File: src/rtl/gpio_bank_pkg.sv
package gpio_bank_pkg;
  localparam int OWN_BASE  = 'h000;
  localparam int ROUTE_BASE = 'h010;
  localparam int GCTL_ADDR = 'h07C;
  localparam int STAT_BASE = 'h080;
  localparam int EN_BASE   = 'h090;
  localparam int CFG_BASE  = 'h100;

  localparam logic [1:0] USE_GPIO = 2'd1;

  typedef struct packed {
    logic       trig_lvl;
    logic       trig_inv;
    logic       dir_in;
    logic [1:0] use_sel;
  } cfg1_lo_t;

  typedef struct packed {
    logic       in_dis;
    logic [1:0] pull;
  } cfg2_t;
endpackage

File: src/rtl/gpio_pin_cfg.sv
module gpio_pin_cfg
  import gpio_bank_pkg::*;
#(
  parameter int SYNC_N = 2
) (
  input  logic        clk_i,
  input  logic        rst_ni,
  input  logic        we1_i,
  input  logic        we2_i,
  input  logic        wd_out_i,
  input  logic [4:0]  wd_lo_i,
  input  logic        pad_in_i,
  output logic [31:0] cfg1_rd_o,
  output logic [31:0] cfg2_rd_o,
  output logic        pad_out_o,
  output logic        pad_oe_o,
  output logic [1:0]  use_o,
  output logic [1:0]  pull_o,
  output logic        trig_lvl_o,
  output logic        trig_inv_o
);
  logic              out_q;
  cfg1_lo_t          c1_q;
  cfg2_t             c2_q;
  logic [SYNC_N-1:0] sync_q;
  logic              in_lvl;

  always_ff @(posedge clk_i or negedge rst_ni) begin
    if (!rst_ni) begin
      out_q <= 1'b0;
      c1_q  <= '{trig_lvl: 1'b0, trig_inv: 1'b0, dir_in: 1'b1, use_sel: 2'd0};
      c2_q  <= '{in_dis: 1'b1, pull: 2'd0};
    end else begin
      if (we1_i) begin
        out_q <= wd_out_i;
        c1_q  <= cfg1_lo_t'(wd_lo_i);
      end
      if (we2_i) c2_q <= cfg2_t'(wd_lo_i[2:0]);
    end
  end

  always_ff @(posedge clk_i or negedge rst_ni) begin
    if (!rst_ni) sync_q <= '0;
    else         sync_q <= {sync_q[SYNC_N-2:0], pad_in_i};
  end

  assign in_lvl     = sync_q[SYNC_N-1] & ~c2_q.in_dis;
  assign cfg1_rd_o  = {out_q, in_lvl, 25'd0, c1_q};
  assign cfg2_rd_o  = {29'd0, c2_q};
  assign pad_oe_o   = (c1_q.use_sel == USE_GPIO) && !c1_q.dir_in;
  assign pad_out_o  = pad_oe_o & out_q;
  assign use_o      = c1_q.use_sel;
  assign pull_o     = c2_q.pull;
  assign trig_lvl_o = c1_q.trig_lvl;
  assign trig_inv_o = c1_q.trig_inv;

  p_cfg1_wr_r2: assert property (@(posedge clk_i) disable iff (!rst_ni)
    we1_i |=> (cfg1_rd_o[31] == $past(wd_out_i)) && (cfg1_rd_o[4:0] == $past(wd_lo_i)))
    else $error("cfg1 write lost");

  p_cfg2_wr_r4: assert property (@(posedge clk_i) disable iff (!rst_ni)
    we2_i |=> (pull_o == $past(wd_lo_i[1:0])) && (cfg2_rd_o[2] == $past(wd_lo_i[2])))
    else $error("cfg2 write lost");

  p_sense_off_r5: assert property (@(posedge clk_i) disable iff (!rst_ni)
    (we2_i && wd_lo_i[2]) |=> !cfg1_rd_o[30])
    else $error("input level visible while sensing disabled");
endmodule

File: src/rtl/gpio_irq_en.sv
module gpio_irq_en #(
  parameter int NW     = 3,
  parameter int WIDX_W = 2
) (
  input  logic               clk_i,
  input  logic               rst_ni,
  input  logic               we_i,
  input  logic [WIDX_W-1:0]  widx_i,
  input  logic [31:0]        wdata_i,
  input  logic [NW*32-1:0]   own_i,
  output logic [NW*32-1:0]   en_o
);
  for (genvar w = 0; w < NW; w++) begin : g_word
    logic [31:0] en_q;
    always_ff @(posedge clk_i or negedge rst_ni) begin
      if (!rst_ni)                          en_q <= '0;
      else if (we_i && widx_i == WIDX_W'(w)) en_q <= wdata_i & own_i[w*32 +: 32];
    end
    assign en_o[w*32 +: 32] = en_q;

    p_en_mask_r7: assert property (@(posedge clk_i) disable iff (!rst_ni)
      (we_i && widx_i == WIDX_W'(w)) |=> (en_o[w*32 +: 32] == ($past(wdata_i) & own_i[w*32 +: 32])))
      else $error("enable word write not masked by ownership");
  end
endmodule

File: src/rtl/gpio_pad_bank.sv
module gpio_pad_bank
  import gpio_bank_pkg::*;
#(
  parameter int                   NUM_PINS   = 95,
  parameter int                   ADDR_W     = 12,
  parameter int                   SYNC_N     = 2,
  parameter logic [NUM_PINS-1:0]  OWN_INIT   = '1,
  parameter logic [NUM_PINS-1:0]  ROUTE_INIT = '0
) (
  input  logic                     clk_i,
  input  logic                     rst_ni,
  input  logic [ADDR_W-1:0]        addr_i,
  input  logic                     wr_en_i,
  input  logic [31:0]              wr_data_i,
  output logic [31:0]              rd_data_o,
  input  logic [NUM_PINS-1:0]      pad_in_i,
  output logic [NUM_PINS-1:0]      pad_out_o,
  output logic [NUM_PINS-1:0]      pad_oe_o,
  output logic [NUM_PINS-1:0][1:0] pad_use_o,
  output logic [NUM_PINS-1:0][1:0] pad_pull_o,
  output logic [NUM_PINS-1:0]      trig_level_o,
  output logic [NUM_PINS-1:0]      trig_inv_o,
  input  logic [NUM_PINS-1:0]      int_status_i,
  output logic [NUM_PINS-1:0]      int_en_o,
  output logic [31:0]              glb_ctrl_o
);
  localparam int NW     = (NUM_PINS + 31) / 32;
  localparam int WIDX_W = (NW > 1) ? $clog2(NW) : 1;
  localparam int PIN_W  = $clog2(NUM_PINS);
  localparam logic [ADDR_W-1:0] CFG_LO = ADDR_W'(CFG_BASE);
  localparam logic [ADDR_W-1:0] CFG_HI = ADDR_W'(CFG_BASE + NUM_PINS * 8);

  logic [ADDR_W-1:0] a;
  logic              cfg_hit, own_hit, rt_hit, st_hit, en_hit, gc_hit, any_hit;
  logic [PIN_W-1:0]  cfg_idx;
  logic              cfg_sel2;
  logic [WIDX_W-1:0] own_idx, rt_idx, st_idx, en_idx;
  logic [NW*32-1:0]  own_w, rt_w, st_w, en_w;
  logic [31:0]       cfg1_rd [NUM_PINS];
  logic [31:0]       cfg2_rd [NUM_PINS];
  logic [31:0]       gctl_q;

  function automatic logic bm_hit(logic [ADDR_W-1:0] ad, int base);
    return (ad >= ADDR_W'(base)) && (ad < ADDR_W'(base + NW * 4));
  endfunction

  function automatic logic [WIDX_W-1:0] bm_idx(logic [ADDR_W-1:0] ad, int base);
    return WIDX_W'((ad - ADDR_W'(base)) >> 2);
  endfunction

  assign a        = addr_i & ~ADDR_W'(3);
  assign cfg_hit  = (a >= CFG_LO) && (a < CFG_HI);
  assign cfg_idx  = PIN_W'((a - CFG_LO) >> 3);
  assign cfg_sel2 = a[2];
  assign own_hit  = bm_hit(a, OWN_BASE);
  assign rt_hit   = bm_hit(a, ROUTE_BASE);
  assign st_hit   = bm_hit(a, STAT_BASE);
  assign en_hit   = bm_hit(a, EN_BASE);
  assign gc_hit   = (a == ADDR_W'(GCTL_ADDR));
  assign any_hit  = cfg_hit | own_hit | rt_hit | st_hit | en_hit | gc_hit;
  assign own_idx  = bm_idx(a, OWN_BASE);
  assign rt_idx   = bm_idx(a, ROUTE_BASE);
  assign st_idx   = bm_idx(a, STAT_BASE);
  assign en_idx   = bm_idx(a, EN_BASE);

  // pad bitmaps to whole words; bits above the last pin stay zero
  always_comb begin
    own_w = '0;
    rt_w  = '0;
    st_w  = '0;
    own_w[NUM_PINS-1:0] = OWN_INIT;
    rt_w[NUM_PINS-1:0]  = ROUTE_INIT;
    st_w[NUM_PINS-1:0]  = int_status_i;
  end

  for (genvar p = 0; p < NUM_PINS; p++) begin : g_pin
    logic we1, we2;
    assign we1 = wr_en_i && cfg_hit && (cfg_idx == PIN_W'(p)) && !cfg_sel2;
    assign we2 = wr_en_i && cfg_hit && (cfg_idx == PIN_W'(p)) && cfg_sel2;

    gpio_pin_cfg #(.SYNC_N(SYNC_N)) u_pin (
      .clk_i      (clk_i),
      .rst_ni     (rst_ni),
      .we1_i      (we1),
      .we2_i      (we2),
      .wd_out_i   (wr_data_i[31]),
      .wd_lo_i    (wr_data_i[4:0]),
      .pad_in_i   (pad_in_i[p]),
      .cfg1_rd_o  (cfg1_rd[p]),
      .cfg2_rd_o  (cfg2_rd[p]),
      .pad_out_o  (pad_out_o[p]),
      .pad_oe_o   (pad_oe_o[p]),
      .use_o      (pad_use_o[p]),
      .pull_o     (pad_pull_o[p]),
      .trig_lvl_o (trig_level_o[p]),
      .trig_inv_o (trig_inv_o[p])
    );
  end

  gpio_irq_en #(.NW(NW), .WIDX_W(WIDX_W)) u_irq_en (
    .clk_i   (clk_i),
    .rst_ni  (rst_ni),
    .we_i    (wr_en_i && en_hit),
    .widx_i  (en_idx),
    .wdata_i (wr_data_i),
    .own_i   (own_w),
    .en_o    (en_w)
  );

  assign int_en_o = en_w[NUM_PINS-1:0];

  always_ff @(posedge clk_i or negedge rst_ni) begin
    if (!rst_ni)                gctl_q <= '0;
    else if (wr_en_i && gc_hit) gctl_q <= wr_data_i;
  end
  assign glb_ctrl_o = gctl_q;

  always_comb begin
    rd_data_o = '0;
    if (cfg_hit)      rd_data_o = cfg_sel2 ? cfg2_rd[cfg_idx] : cfg1_rd[cfg_idx];
    else if (own_hit) rd_data_o = own_w[own_idx*32 +: 32];
    else if (rt_hit)  rd_data_o = rt_w[rt_idx*32 +: 32];
    else if (st_hit)  rd_data_o = st_w[st_idx*32 +: 32];
    else if (en_hit)  rd_data_o = en_w[en_idx*32 +: 32];
    else if (gc_hit)  rd_data_o = gctl_q;
  end

  p_unmapped_wr_r10: assert property (@(posedge clk_i) disable iff (!rst_ni)
    (wr_en_i && !any_hit) |=> ($stable(pad_oe_o) && $stable(int_en_o) && $stable(glb_ctrl_o)
                               && $stable(pad_pull_o) && $stable(trig_level_o)))
    else $error("write to unmapped address changed state");

  p_gctl_wr_r9: assert property (@(posedge clk_i) disable iff (!rst_ni)
    (wr_en_i && gc_hit) |=> (glb_ctrl_o == $past(wr_data_i)))
    else $error("global control write lost");

  p_oe_gpio_r3: assert property (@(posedge clk_i) disable iff (!rst_ni)
    (wr_en_i && cfg_hit && !cfg_sel2 && wr_data_i[1:0] != USE_GPIO) |=> !pad_oe_o[$past(cfg_idx)])
    else $error("pad driven outside GPIO mode");
endmodule

File: config.mk
export PLATFORM = sky130hd
export DESIGN_NAME = gpio_pad_bank
export DESIGN_NICKNAME = d
export VERILOG_FILES = /design/src/rtl/gpio_bank_pkg.sv /design/src/rtl/gpio_pin_cfg.sv /design/src/rtl/gpio_irq_en.sv /design/src/rtl/gpio_pad_bank.sv
export SDC_FILE = /design/constraint.sdc
export NUM_CORES = 2
export LEC_CHECK = 0
export BUFFER_PORTS_ARGS = -buffer_cell sky130_fd_sc_hd__buf_2
export CAP_MARGIN = 20
export CORE_AREA = 5 5 451 453
export CTS_BUF_LIST = sky130_fd_sc_hd__clkbuf_2 sky130_fd_sc_hd__clkbuf_4 sky130_fd_sc_hd__clkbuf_8
export DETAILED_ROUTE_END_ITERATION = 6
export DIE_AREA = 0 0 456 458
export GPL_TIMING_DRIVEN = 0
export PLACE_DENSITY = 0.6
export SYNTH_ARGS = -nofsm -noshare
export SYNTH_HDL_FRONTEND = slang
export SYNTH_SLANG_ARGS = --single-unit
File: constraint.sdc
create_clock -name clk_i -period 4.3 [get_ports clk_i]
set_input_delay 0.43 -clock clk_i [delete_from_list [all_inputs] [get_ports clk_i]]
set_output_delay 0.43 -clock clk_i [all_outputs]
set_load 0.03 [all_outputs]
Word level (Yosys, flattened, before mapping)
Index checks and enable logic that the tools add are counted.
W data, S select, Z words.

storage, ports and cells
  output and inout bits = 919
  register bits = 1172
  input port bits = 237
  logic and storage cells = 1763

cells by class
  $lt $le $gt $ge = 11
  equality and inequality tests = 192
  $add $sub $neg = 4
  bitwise gates (word level) = 286
  mux-type cells = 13
  reduce and logical (&&, ||, !) cells = 489
  shift operators = 4

operators by type and width
  operator                    number
  $bmux W32 S7                2
  $logic_and A1 B1 Y1         391
  $mux W32                    11
  $eq A7 B6 Y1 const B        32
  $eq A7 B7 Y1 const B        31
  $eq A2 B1 Y1 const B        96
  $shiftx A96 B8 Y32          2
  $shiftx A96 B8 Y32 const A  2
  $and A1 B1 Y1               190
  $eq A7 B5 Y1 const B        16
  $logic_not A1 Y1            96
  $not A1 Y1                  95
  $eq A7 B4 Y1 const B        8
  $eq A7 B3 Y1 const B        4
  $ge A12 B8 Y1 const B       2
  $lt A12 B8 Y1 const B       2
  $eq A7 B2 Y1 const B        2
  $ge A12 B1 Y1 const B       1
  $ge A12 B5 Y1 const B       1
  $ge A12 B9 Y1 const B       1
  $lt A12 B10 Y1 const B      1
  $lt A12 B4 Y1 const B       1
  $lt A12 B5 Y1 const B       1
  $sub A4 B1 Y4 const B       3
  8 further kinds             8

Logic depth before layout (Yosys ltp)
  depth in word-level cells = 7
  gate-level depth with buffers = 12
  mapped depth without buffers = 8

Modules after synthesis
A second synthesis with hierarchy kept.

second synthesis, totals
  cell total of the unflattened synthesis = 13428
  area, all modules = 144487.3 um2

modules (own cells, without submodules)
  module         area an instance (um2)  instances  seq. area each (um2)  cells an instance
  gpio_pin_cfg   905.9                   95         277.8                 87
  gpio_pad_bank  54178.2                 1          800.8                 4764
  gpio_irq_en    4251.6                  1          2402.3                399

Worst setup path before layout
No wires, ideal clock.

  path type = input -> output
  from = in addr_i[8]
  to = out rd_data_o[2]
  buffers on the path = 2
  cell stages on the path = 9
  data required time = 3870 ps
  slack = 533 ps
  data arrival time = 3337 ps
  path through = clkbuf_1 inv_1 clkbuf_1 ha_1 or3b_1 nor3_1 a222oi_1 or2_2 a221oi_1

on the way
  longest elaborated chain between the ends = 7
  elaborated cells on any way between the ends = 31
  classes of those cells = add/sub (1); order compare (10); eq/ne (1); mux (13); bitwise (1); reduce/logical (5)

ends and longest elaborated chain
  what                                                            RTL line                                    RTL
  from (decl)                                                     gpio_pad_bank.sv:12                         input logic [ADDR_W-1:0] addr_i,
  $sub A10 B9 Y10, or another cell as far along                   gpio_pad_bank.sv:53                         assign cfg_idx = PIN_W'((a - CFG_LO) >> 3);
  $not A7 Y8 (not written as such), or another cell as far along  gpio_pad_bank.sv:120                        if (cfg_hit) rd_data_o = cfg_sel2 ? cfg2_rd[cfg_idx] : cfg1_rd[cfg_idx];
  $bmux W32 S7 / $mux W32 (equally long branches)                 gpio_pad_bank.sv:120, gpio_pad_bank.sv:124
  $mux W32, on equally long branches                              gpio_pad_bank.sv:120, gpio_pad_bank.sv:123
  $mux W32, on equally long branches                              gpio_pad_bank.sv:120, gpio_pad_bank.sv:122
  $mux W32, on equally long branches                              gpio_pad_bank.sv:120, gpio_pad_bank.sv:121
  $mux W32 (*)                                                    gpio_pad_bank.sv:120
  to (decl)                                                       gpio_pad_bank.sv:15                         output logic [31:0] rd_data_o,

Every way passes the cells marked *; elsewhere a longest branch is shown, timed or not. The select of a mux whose other input is x is not followed.

Worst setup path in the final report
  from = in addr_i[4]
  to = out rd_data_o[2]

The elaborated chain is that of the path after synthesis.

==> impl_metrics.tcl <==
set metrics [dict create \
    status "finished, violations left" \
    failed_checks "setup timing" \
    rsz0062_at_grt "true" \
    cts_buffers 210 \
    r2r-start "g_pin[44].u_pin.pull_o[0]$_DFFE_PN0P_" \
    drv_cap 0 \
    critPathMaxStageDelay_ns 0.54 \
    dp.cells 8378 \
    fin_ws_ns -0.168 \
    drv_slew 0 \
    grt_use_met3_pct 8.87 \
    ys_seq_elements 1172 \
    antenna_left 0 \
    io_pins 1156 \
    vias 47900 \
    rr_endpoint "g_pin[44].u_pin.pull_o[0]$_DFFE_PN0P_" \
    max-vdd-ir-drop_v 0.000262 \
    post-route-min-period_ns 4.47 \
    use_met2_pct 49.8 \
    fp.dieH_um 458 \
    drtIter0Drc 4904 \
    clock.fmax_ghz 0.224 \
    async_flop_share_pct 100 \
    wire_per_inst_um 38.2 \
    regArea_um2 29600 \
    cts_num_sinks 1172 \
    dpl_worst_slack_ns -2.03 \
    crit_fanout 10 \
    cts_buffer_depth 3 \
    skew_ns 0.0487 \
    syn-num-nets 4786 \
    leakage_nw 38.9 \
    total_power_mw 26.1 \
    max-slew-margin-rel_pct 13.9 \
    first_pass_iters 6 \
    netlist_instances 4545 \
    synth.distinct_cells 73 \
    tritoncts "done" \
    rr_worst_depth 1 \
    worst_slew_pin_slew_ns 1.29 \
    grt_pass1_vias 48800 \
    start_util_pct 30.1 \
    dpl.hpwl_um 264000 \
    crit_type "in -> out" \
    grt_use_met1_pct 38.4 \
    hold_viol 0 \
    place.gp.congestion 0.953 \
    final_cell_mix "buf_2, dfrtp_1, mux2_2" \
    syn2layout_area_growth_pct 28.4 \
    grt_max_degree 167 \
    grt.busiest_layer "met2" \
    core_um2 199000 \
    grt_pass1_wl_um 449000 \
    critPathLaunchType "input pin" \
    ys.flop_type "dfrtp_1" \
    dieArea_um2 209000 \
    required_ns 3.87 \
    synth_area_um2 59900 \
    p_per_area_nw_per_um2 340 \
    multi_input_area_um2 23500 \
    path_cells "buf_4 > clkbuf_4 > buf_6 > mux4_2 > a22oi_1 > and3_1 > a41oi_1 > nand4_1 > a221oi_4 > buf_2" \
    fill_cells 19200 \
    row_count 164 \
    clk_latency_ns 1.04 \
    path_buf_inv 4 \
    drc 0 \
    critPathTopFamily "buffers and inverters" \
    grt_remaining_overflow 0 \
    yosysWarnings 0 \
    cpMaxStageDelayCell "clkbuf_4" \
    routed_via_density 5.34 \
    port_buffers 1143 \
    antenna_found_initial 66 \
    synth_edf_count 0 \
    grt_usage_pct 31.7 \
    die_w_um 456 \
    placed_area_um2 69600 \
    final.period_utilization_pct 104 \
    final_area_um2 76900 \
    holdWs_ns 0.0854 \
    layout.nets 6340 \
    seq_area_frac_synth_pct 49.4 \
    final_common_cell "buf_2" \
    crit_path_end_kind "output port" \
    wl_um 342000 \
    setup_viol 8 \
    hp-start "pad_in_i[92]" \
    worstHoldPathCells 2 \
    hp-class "in -> reg" \
    root_buffer "clkbuf_8" \
    ctsHtreeMaxLevel 4 \
    holdPathEnd "g_pin[92].u_pin.sync_q[0]$_DFF_PN0_" \
    cp.arrival_ns 4.04 \
    rrSetupSlack_ns 3.27 \
    instances_no_fill 8963 \
    layout-drive-gt1-share_pct 63.8 \
    path_clk_slew_ns 0.06 \
    syn_area_per_cell_um2 13.2 \
]
timing repair:
item,4_1_cts,5_1_grt
hold buffers,152,0
resized for setup,200,26
pin swaps,9,3
setup endpoints to repair,56,18
setup buffers,13,1
hold endpoints to repair,590,0
cell type report:
class,instances,area share (%)
Timing Repair Buffer,1343,10.5
Buffer,1032,9.67
Sequential cell,1172,38.5
Antenna cell,27,0.0879
Inverter,35,0.176
Multi-Input combinational cell,2305,30.6
Clock buffer,335,5.44
Clock inverter,58,0.759
Tap cell,2656,4.32
per-layer routing:
layer  vias to the layer above  routed length, µm
met4                        26              26600
met2                      2964             155000
met5                         -                187
met3                       851              29700
li1                      18700                  -
met1                     25300             131000
report_power, final:
part | internal (mW) | switching (mW) | leakage (nW)
logic | 0.823 | 1.92 | 21.1
clock network | 6.60 | 5.37 | 2.55
registers | 11.3 | 0.162 | 15.2
worst max-delay path by stage:
stage	startpoint	end	slack, ns	cells after the start
global route	addr_i[3]	rd_data_o[2]	-0.09	13
floorplan	addr_i[8]	rd_data_o[2]	0.53	9
global placement	rst_ni	g_pin[88].u_pin.trig_inv_o$_DFFE_PN0P_	-23.45	1
finish	addr_i[4]	rd_data_o[2]	-0.17	10
CTS	addr_i[4]	rd_data_o[2]	-0.03	10
detailed placement	addr_i[8]	rd_data_o[0]	-2.03	12
stage by stage:
stage | TNS (ns) | utilization, %
2_1_floorplan | 0 | -
3_3_place_gp | - | 34.7
3_5_place_dp | -651.79 | 35.0
4_1_cts | -0.0489 | 38.6
5_1_grt | -0.142 | 38.6
6_report | -0.574 | 38.7
cell usage after synthesis, types with 64 or more instances:
library cell / instances / area [µm²]
nand2_1: 101 / 379
mux4_2: 238 / 5360
buf_4: 787 / 5910
clkbuf_1: 156 / 586
nor3b_1: 96 / 721
buf_2: 70 / 350
dfstp_2: 190 / 4990
o21ai_0: 83 / 415
and2_1: 100 / 626
mux2_2: 967 / 10900
nor2_1: 204 / 766
dfrtp_1: 982 / 24600
mux2i_1: 64 / 641
kinds of logic after synthesis:
family / Yosys count / share of synthesized area, %
fa+ha+maj: 4 / 0.0836
flops: 1172 / 49.4
buf+inv: 1068 / 11.8
mux: 1290 / 28.6
compound gates: 325 / 3.78
simple gates: 686 / 6.35
(Power assumes the default switching activity.)
